### config.mk
export PLATFORM = sky130hd
export DESIGN_NAME = updn_strobe_counter
export DESIGN_NICKNAME = d
export VERILOG_FILES = /design/src/rtl/updn_strobe_counter.sv
export SDC_FILE = /design/constraint.sdc
export NUM_CORES = 1
export LEC_CHECK = 0
export ABC_AREA = 1
export CORE_MARGIN = 4
export CORE_UTILIZATION = 35
export DETAILED_ROUTE_END_ITERATION = 8
export PLACE_DENSITY_LB_ADDON = 0.08
export SLEW_MARGIN = 20
export SYNTH_ARGS = -nofsm -noshare
export SYNTH_HDL_FRONTEND = slang
export SYNTH_SLANG_ARGS = --single-unit
export TNS_END_PERCENT = 30
### constraint.sdc
create_clock -name clk -period 2.55 [get_ports clk]
set_input_delay 0.3825 -clock clk [delete_from_list [all_inputs] [get_ports clk]]
set_output_delay 0.3825 -clock clk [all_outputs]
set_load 0.02 [all_outputs]
### src/rtl/updn_strobe_counter.sv
module updn_strobe_counter #(
  parameter int W = 4
) (
  input  logic         clk,
  input  logic         rst_n,
  input  logic         clear,
  input  logic         load_n,
  input  logic [W-1:0] preset,
  input  logic         up_stb,
  input  logic         dn_stb,
  output logic [W-1:0] count,
  output logic         carry_n,
  output logic         borrow_n
);
  localparam logic [W-1:0] ONE = {{(W-1){1'b0}}, 1'b1};
  localparam logic [W-1:0] TOP = {W{1'b1}};

  logic up_q, up_prev, dn_q, dn_prev;
  logic up_rise, dn_rise, step_up, step_dn, hold;

  always_ff @(posedge clk or negedge rst_n) begin
    if (!rst_n) begin
      up_q    <= 1'b1;
      up_prev <= 1'b1;
      dn_q    <= 1'b1;
      dn_prev <= 1'b1;
    end else begin
      up_q    <= up_stb;
      up_prev <= up_q;
      dn_q    <= dn_stb;
      dn_prev <= dn_q;
    end
  end

  assign up_rise = up_q & ~up_prev;
  assign dn_rise = dn_q & ~dn_prev;
  assign hold    = clear | ~load_n;
  assign step_up = ~hold & up_rise & dn_q & ~dn_rise;
  assign step_dn = ~hold & dn_rise & up_q & ~up_rise;

  always_ff @(posedge clk or negedge rst_n) begin
    if (!rst_n)       count <= '0;
    else if (clear)   count <= '0;
    else if (!load_n) count <= preset;
    else if (step_up) count <= count + ONE;
    else if (step_dn) count <= count - ONE;
  end

  assign carry_n  = ~((count == TOP) & ~up_stb);
  assign borrow_n = ~((count == '0) & ~dn_stb);

  assert_clear_zero_R5: assert property (@(posedge clk) disable iff (!rst_n)
    clear |=> count == '0);

  assert_load_takes_preset_R4: assert property (@(posedge clk) disable iff (!rst_n)
    (!clear && !load_n) |=> count == $past(preset));

  assert_single_step_R1: assert property (@(posedge clk) disable iff (!rst_n)
    (!clear && load_n) |=> (count == $past(count) || count == $past(count) + ONE
                            || count == $past(count) - ONE));

  assert_up_needs_down_high_R2: assert property (@(posedge clk) disable iff (!rst_n)
    (!clear && load_n && !dn_q) |=> count != $past(count) + ONE);

  assert_down_needs_up_high_R3: assert property (@(posedge clk) disable iff (!rst_n)
    (!clear && load_n && !up_q) |=> count != $past(count) - ONE);

  assert_twin_edge_holds_R6: assert property (@(posedge clk) disable iff (!rst_n)
    (!clear && load_n && up_rise && dn_rise) |=> $stable(count));

  always_comb begin
    if (rst_n) begin
      assert_borrow_gated_R7: assert (borrow_n || !dn_stb);
      assert_carry_gated_R8:  assert (carry_n || !up_stb);
    end
  end
endmodule

; ---- Yosys cells after proc, flatten, opt, wreduce, memory -nomap -nowiden
; Index checks and enable logic that the tools add are counted.
[word_totals]
in_bits = 10
out_inout_bits = 6
reg_bits = 8
word_cells = 35
[op_classes]
muxes = 4
add_sub_neg = 2
n_eq_ne = 2
n_reduce_logical = 1
n_bitwise = 21
[ops]
columns = operator, n
row1 = $mux 4, 4
row2 = $and 1x1->1, 10
row3 = $not 1->1, 10
row4 = $add 4x1->4 const B, 1
row5 = $eq 4x4->1 const B, 1
row6 = $logic_not 4->1, 1
row7 = $ne 4x2->1 const B, 1
row8 = $sub 4x1->4 const B, 1
row9 = $or 1x1->1, 1

; ---- Depth between registers and ports, before layout
; Gate-level depths: netlist of the first run.
[logic_depth]
depth_word = 10
mapped_depth = 13
ltp_nobuf = 13

; ---- Worst setup path after synthesis of the first run
; OpenSTA, ideal clock, no wires.
[synth_path]
path_type = register -> register
startpoint = reg up_q
endpoint = reg count[3]
arrival_ns = 1.636
period_less_slack_ns = 1.753
path_stages_with_launch = 12
n_path_buf = 0
setup_ns = 0.117
setup_slack_ns = 0.797
required_time_ns = 2.433
path_cell_list = dfstp_2 inv_1 nor2_2 nand3_4 ha_1 a21o_1 nor2_1 inv_1 nand2_1 nand3_1 nand2_1 nand2_1
[synth_between]
elab_chain_cells = 7
elab_cells_between_ends = 11
cone_classes = eq/ne: 1 / mux: 3 / bitwise: 7
[synth_lines]
columns = item, line_no
row1 = start: declaration, 18  ; logic up_q, up_prev, dn_q, dn_prev;
row2 = start signal: assignment, 28  ; up_q <= up_stb;
row3 = $and 1x1->1, 35  ; assign up_rise = up_q & ~up_prev;
row4 = $and 1x1->1 (3 in series), 38  ; assign step_up = ~hold & up_rise & dn_q & ~dn_rise;
row5 = $mux 4, 45  ; else if (step_up) count <= count + ONE;
row6 = $mux 4, 44  ; else if (!load_n) count <= preset;
row7 = $mux 4, 43  ; else if (clear) count <= '0;
row8 = end signal: assignment, 44
row9 = end signal: assignment, 45
row10 = end signal: assignment, 46  ; else if (step_dn) count <= count - ONE;
row11 = end: declaration, 11  ; output logic [W-1:0] count,
; Parallel ways exist; a longest one is shown, timed or not.
; A chain may end at the register's enable or synchronous reset.

; ---- Final worst setup path of the first run
[layout_path]
startpoint = in up_stb
endpoint = out carry_n
[layout_between]
elab_chain_cells = 3
[layout_lines]
columns = item, line_no
row1 = start: declaration, 9  ; input logic up_stb,
row2 = $not 1->1, 49  ; assign carry_n = ~((count == TOP) & ~up_stb);
row3 = $and 1x1->1, 49
row4 = $not 1->1, 49
row5 = end: declaration, 12  ; output logic carry_n,
; Every way passes these cells.

==> results of run 1 <==
-- sequential cells by signal, summed over array words and instances (netlist names) --
name	flops
count	4
dn_prev	1
dn_q	1
up_prev	1
up_q	1
-- how the worst max path moves through the flow --
stage,to,depth (start not counted)
final,carry_n,4
after floorplan,count[3]$_DFFE_PN0P_,11
after CTS,carry_n,4
after detailed placement,count[3]$_DFFE_PN0P_,12
after global routing,carry_n,4
after global placement,count[3]$_DFFE_PN0P_,12
-- area by class of cell --
cell class | count | share of cell area [%]
multi-input combinational | 42 | 37.24
sequential | 8 | 28.28
timing repair buffer | 16 | 21.72
inverter | 11 | 6.552
clock buffer | 4 | 3.621
tap | 15 | 2.586
-- Yosys cell counts --
cell,count,area [sq um]
a21o_1,1,7.510
a21oi_2,1,8.760
buf_6,1,11.26
clkinv_2,1,5.000
clkinv_4,1,8.760
dfrtp_1,4,100.1
dfstp_2,4,105.1
fa_1,1,20.02
ha_1,2,25.02
inv_1,8,30.03
inv_2,1,3.750
mux2i_1,1,10.01
nand2_1,10,37.54
nand2_2,2,12.51
nand2_4,2,22.52
nand3_1,6,30.03
nand3_4,1,17.52
nor2_1,5,18.77
nor2_2,2,12.51
nor3_1,2,10.01
o21ai_0,2,10.01
o22ai_1,3,18.77
xnor2_1,1,8.760
-- power breakdown --
part	total (mW)	internal [mW]	leakage [nW]	switching [mW]
logic	0.120	0.0595	0.228	0.0602
registers	0.155	0.141	0.0933	0.0141
clock network	0.105	0.0600	0.0150	0.0453
-- through the flow --
step	instances	setup slack (ns)	total power, mW
finish	96	0.5556	0.3799
global route	96	0.4860	0.4098
CTS	96	0.5396	0.3862
detailed placement	92	0.3465	0.2785
global placement	92	0.3711	0.2779
floorplan	62	0.7973	0.2294
-- kinds of logic after synthesis --
kind of cell	after synthesis	share of synthesized area [%]
DFF	8	38.41
xor gates and xnor gates	1	1.640
and+or+nand+nor	30	30.21
muxes	1	1.874
AOI/OAI and AO/OA	7	8.432
buffers and inverters	12	11.01
adders and majority gates	3	8.430
-- critical path: cells and delay by family --
| family | cells | cell delay [ns] |
|---|---|---|
| buffers and inverters | 2 | 0.96 |
| AND/OR/NAND/NOR | 2 | 0.26 |
-- layer usage --
| metal | track usage, % | vias to the layer above |
|---|---|---|
| met5 | 0 | - |
| met4 | 9.945 | 0 |
| met3 | 4.598 | 4 |
| met2 | 18.16 | 13 |
| met1 | 14.92 | 191 |
| li1 | - | 237 |
==> flow_summary.ini, run 1 <==
[global_route]
grt_max_degree = 9
grt_pass1_vias = 423
gr-usage-all-layers_pct = 12.58
antenna_found_initial = 0
grt_remaining_overflow = 0
grt_pass1_wl_mm = 1.794

[min_path]
min_path_cells = 0
min-delay-start = dn_q$_DFF_PN1_
holdPathEnd = dn_prev$_DFF_PN1_
holdCritPathClass = register to register

[setup_path]
cpMaxStageDelayCell = clkdlybuf4s50_1
slowest_delay_ns = 0.54
cp-start-kind = input port
cp_max_fo = 2
end_kind = output port
reg2reg_to = count[3]$_DFFE_PN0P_
reg2regPathDepth = 11
startpoint = up_stb
worst_path_most_repeated_cell = clkdlybuf4s50_1
arrival_ns = 1.61
path_class = input port to output port
required_ns = 2.17
crit_chain = clkdlybuf4s50_1 -> nor3_1 -> nand3_1 -> clkdlybuf4s50_1
timing.rr.start = up_q$_DFF_PN1_
reg2reg_slack_ns = 0.65

[timing]
finalHoldViolations = 0
finalCritPeriodShare_pct = 78.21
hold_ws_ns = 0.3790
setup_viol = 0
skew_ns = 0.002598
fmax_mhz = 501.4
slew_violations = 0
final.min_clock_period_ns = 1.994
tns_ns = 0
slew_headroom_pct = 77.53
worst_slew_pin_slew_ns = 0.3361
rsz0062_at_grt = no

[detailed_routing]
drt_iter0_drc = 3
drc = 0
dr.pass1.iters = 4
wire_per_inst_um = 10.73
viasPerCell = 4.635
wl_mm = 1.030
wl_met3_um = 61
wl_met2_um = 474
met1Wirelength_um = 456
detail-route-antenna-nets = 0
top_layer = met4
vias = 445

[logic_synthesis]
ys_seq_elements = 8
ys_seq_area_share_pct = 38.41
ys_types = 23
ys_warn_count = 0
netlist_area_sq_um = 534.3
synth_area_per_cell_sq_um = 8.617
postSynthCellCount = 62
syn_nets = 75

[place]
hpwlAfterDp_um = 856.5
gp_congestion = 0.7640
placed_area_sq_um = 699.4
io_buffers = 15

[layout]
multi_input_area_sq_um = 270.3
final_cell_area_sq_um = 725.7
finish.utilization_pct = 53.11
seq_area_sq_um = 205.2
final_nets = 95
fillers = 132
final_cell_mix = clkdlybuf4s50_1, nand2_1, inv_1, nand3_1, nor2_1
area.growth.synth_to_final_pct = 35.83
diodes = 0
final_common_cell = clkdlybuf4s50_1
drive_gt1_share_pct = 23.46

[floorplan]
io_pins = 16
rows = 13
die_x_um = 47.07
core_sq_mm = 0.001366
die_h_um = 47.07
start_util_pct = 39.10
die_area_sq_mm = 0.002216

[clock_network]
clock_latency_ns = 0.26
cts_hold_buffers = 0
clkTransAtPathRegs_ns = 0.05
cts.sinks = 8
cts_tree = done
cts-htree-levels = 1
ctsResizeCount = 0
ctsLongestPathBuffers = 2
cts_made_buffers = 3
cts-root-buf = clkbuf_4
post_cts_buffers = 0

[power]
p_leak_nw = 0.3360
powerDensity_mw_per_mm2 = 523.5
max-vdd-ir-drop_uv = 310.9

[job]
maxCapViolCount = 0

[outcome]
outcome = complete, no violations
Power figures use the tool's default switching activity.
==> run 2, diff against run 1 <==
==> constraint.sdc (replaced) <==
create_clock -name clk -period 1.8 [get_ports clk]
set_input_delay 0.27 -clock clk [delete_from_list [all_inputs] [get_ports clk]]
set_output_delay 0.27 -clock clk [all_outputs]
set_load 0.02 [all_outputs]
==> run 2 against run 1 <==
Largest power group unchanged. Setup slack got worse by 0.47 ns. Final cell count increased by 4.2%. Die area unchanged. Hold slack got worse by 0.094 ns. Combinational power increased by 53%. Clock power increased by 42%. Clock skew increased by 0.0021 ns.
==> flow_summary.ini, run 2 (synthesized netlist as in run 1, its figures left out) <==
[outcome]
outcome = complete, no violations

[detailed_routing]
wl_mm = 1.184
detail-route-antenna-nets = 0
drc = 0
viasPerCell = 4.750
drt_iter0_drc = 10
dr.pass1.iters = 4
wire_per_inst_um = 11.84
vias = 475

[layout]
final_common_cell = clkdlybuf4s50_1
regMostFlops = count
area.growth.synth_to_final_pct = 45.20
final_cell_area_sq_um = 775.7
largest_reg_flops = 4
final_cell_mix = clkdlybuf4s50_1, nand2_1, inv_1, nand3_1, buf_4
drive_gt1_share_pct = 30.59
diodes = 0
final_nets = 99

[timing]
finalHoldViolations = 0
hold_ws_ns = 0.2847
slew_headroom_pct = 76.74
fmax_mhz = 583.9
final.min_clock_period_ns = 1.713
worst_slew_pin_slew_ns = 0.3477
setup_viol = 0
setup_slack_ns = 0.08740
tns_ns = 0
finalCritPeriodShare_pct = 95.14
slew_violations = 0
skew_ns = 0.004729

[global_route]
grt_pass1_wl_mm = 1.973
gr-usage-all-layers_pct = 13.23
grt_pass1_vias = 468
antenna_found_initial = 0
grt_remaining_overflow = 0
grt_max_degree = 9

[power]
switchingPower_uw = 177.3
max-vdd-ir-drop_uv = 510.5
switching_share_pct = 31.97
p_clk_share_pct = 26.9
powerDensity_mw_per_mm2 = 714.7
p_leak_nw = 0.3520
p_seq_share_pct = 40.1
intPower_uw = 377.2
pwr-share-comb_pct = 33.1

[clock_network]
cts-htree-levels = 1
post_cts_buffers = 0
cts_made_buffers = 3
cts_tree = done
clkTransAtPathRegs_ns = 0.06
cts.sinks = 8
cts-root-buf = clkbuf_4
clock_latency_ns = 0.25
ctsLongestPathBuffers = 2

[place]
placed_area_sq_um = 729.5
place_ws_ns = -0.2289
io_buffers = 15
gp_congestion = 0.7194
hpwlAfterDp_mm = 1.022

[floorplan]
core_sq_mm = 0.001366
die_x_um = 47.07
start_util_pct = 39.10
io_pins = 16
die_area_sq_mm = 0.002216
die_h_um = 47.07
rows = 13

[job]
maxCapViolCount = 0

[min_path]
holdCritPathClass = input port to async pin

[setup_path]
required_ns = 1.94
arrival_ns = 1.86
path_class = register to register
cp_max_fo = 4
end_kind = register
cp-start-kind = register
-- run 2: cell count changes in the layout (fill, tap and decap cells not counted) --
cell | previous run | this run
clkdlybuf4s50_1 | 15 | 13
buf_4 | 1 | 5
ha_4 | 0 | 1
fa_1 | 1 | 0
nor2_1 | 5 | 4
dlygate4sd2_1 | 0 | 2
fa_2 | 0 | 1
nor2_4 | 0 | 1
ha_1 | 2 | 1
-- run 2: cell type report --
class	count	area [sq um]
Clock buffer	4	26.28
Fill cell	134	590.6
Inverter	11	47.55
Multi-Input combinational cell	42	292.8
Sequential cell	8	205.2
Tap cell	15	18.77
Timing Repair Buffer	20	185.2
-- run 2: path summary, 6_finish.rpt --
| kind | startpoint | to | slack [ns] | depth (start not counted) |
|---|---|---|---|---|
| max in group asynchronous | rst_n | up_prev$_DFF_PN1_ | 1.21 | 1 |
| hold reg to reg | dn_q$_DFF_PN1_ | dn_prev$_DFF_PN1_ | 0.38 | 0 |
| hold / removal | rst_n | count[2]$_DFFE_PN0P_ | 0.28 | 1 |
| setup reg to reg | up_q$_DFF_PN1_ | count[3]$_DFFE_PN0P_ | 0.09 | 11 |
| setup / recovery | up_q$_DFF_PN1_ | count[3]$_DFFE_PN0P_ | 0.09 | 11 |
| min in group clk | dn_q$_DFF_PN1_ | dn_prev$_DFF_PN1_ | 0.38 | 0 |
-- run 2: through the flow --
stage	utilization (%)	std cells	total power, mW
after floorplan	-	62	0.3250
after global placement	53.39	96	0.3978
after detailed placement	53.39	96	0.4027
after CTS	56.04	100	0.5585
after global routing	56.78	100	0.5906
final	56.78	100	0.5544
-- run 2: repair_timing --
action / CTS / global route
hold buffers: 0 / 0
gates resized for setup: 3 / 3
setup endpoints to repair: 3 / 2
pin swaps: 0 / 4
-- run 2: power groups by stage --
stage	Sequential, mW	Combinational [mW]	Clock, mW
floorplan	0.233	0.0920	0
global placement	0.222	0.176	0
detailed placement	0.223	0.180	0
CTS	0.222	0.183	0.154
global route	0.225	0.202	0.163
finish	0.222	0.183	0.149
-- run 2: critical path, stage by stage (launching register included) --
cell and delay, ns:
dfstp_2 0.53, inv_1 0.06, nor2_4 0.12, nand3_4 0.11, ha_4 0.24, a21o_1 0.16, nor2_2 0.12, inv_1 0.05
nand2_1 0.06, nand3_1 0.06, nand2_1 0.07, nand2_1 0.05
-- run 2: metal layers --
| layer | global-route usage (%) | routed length [um] | share of wire [%] |
|---|---|---|---|
| met5 | 0 | 0 | 0 |
| met4 | 4.972 | 16 | 1.4 |
| met3 | 4.981 | 48 | 4.1 |
| met2 | 21.95 | 616 | 52 |
| met1 | 15.49 | 503 | 42 |
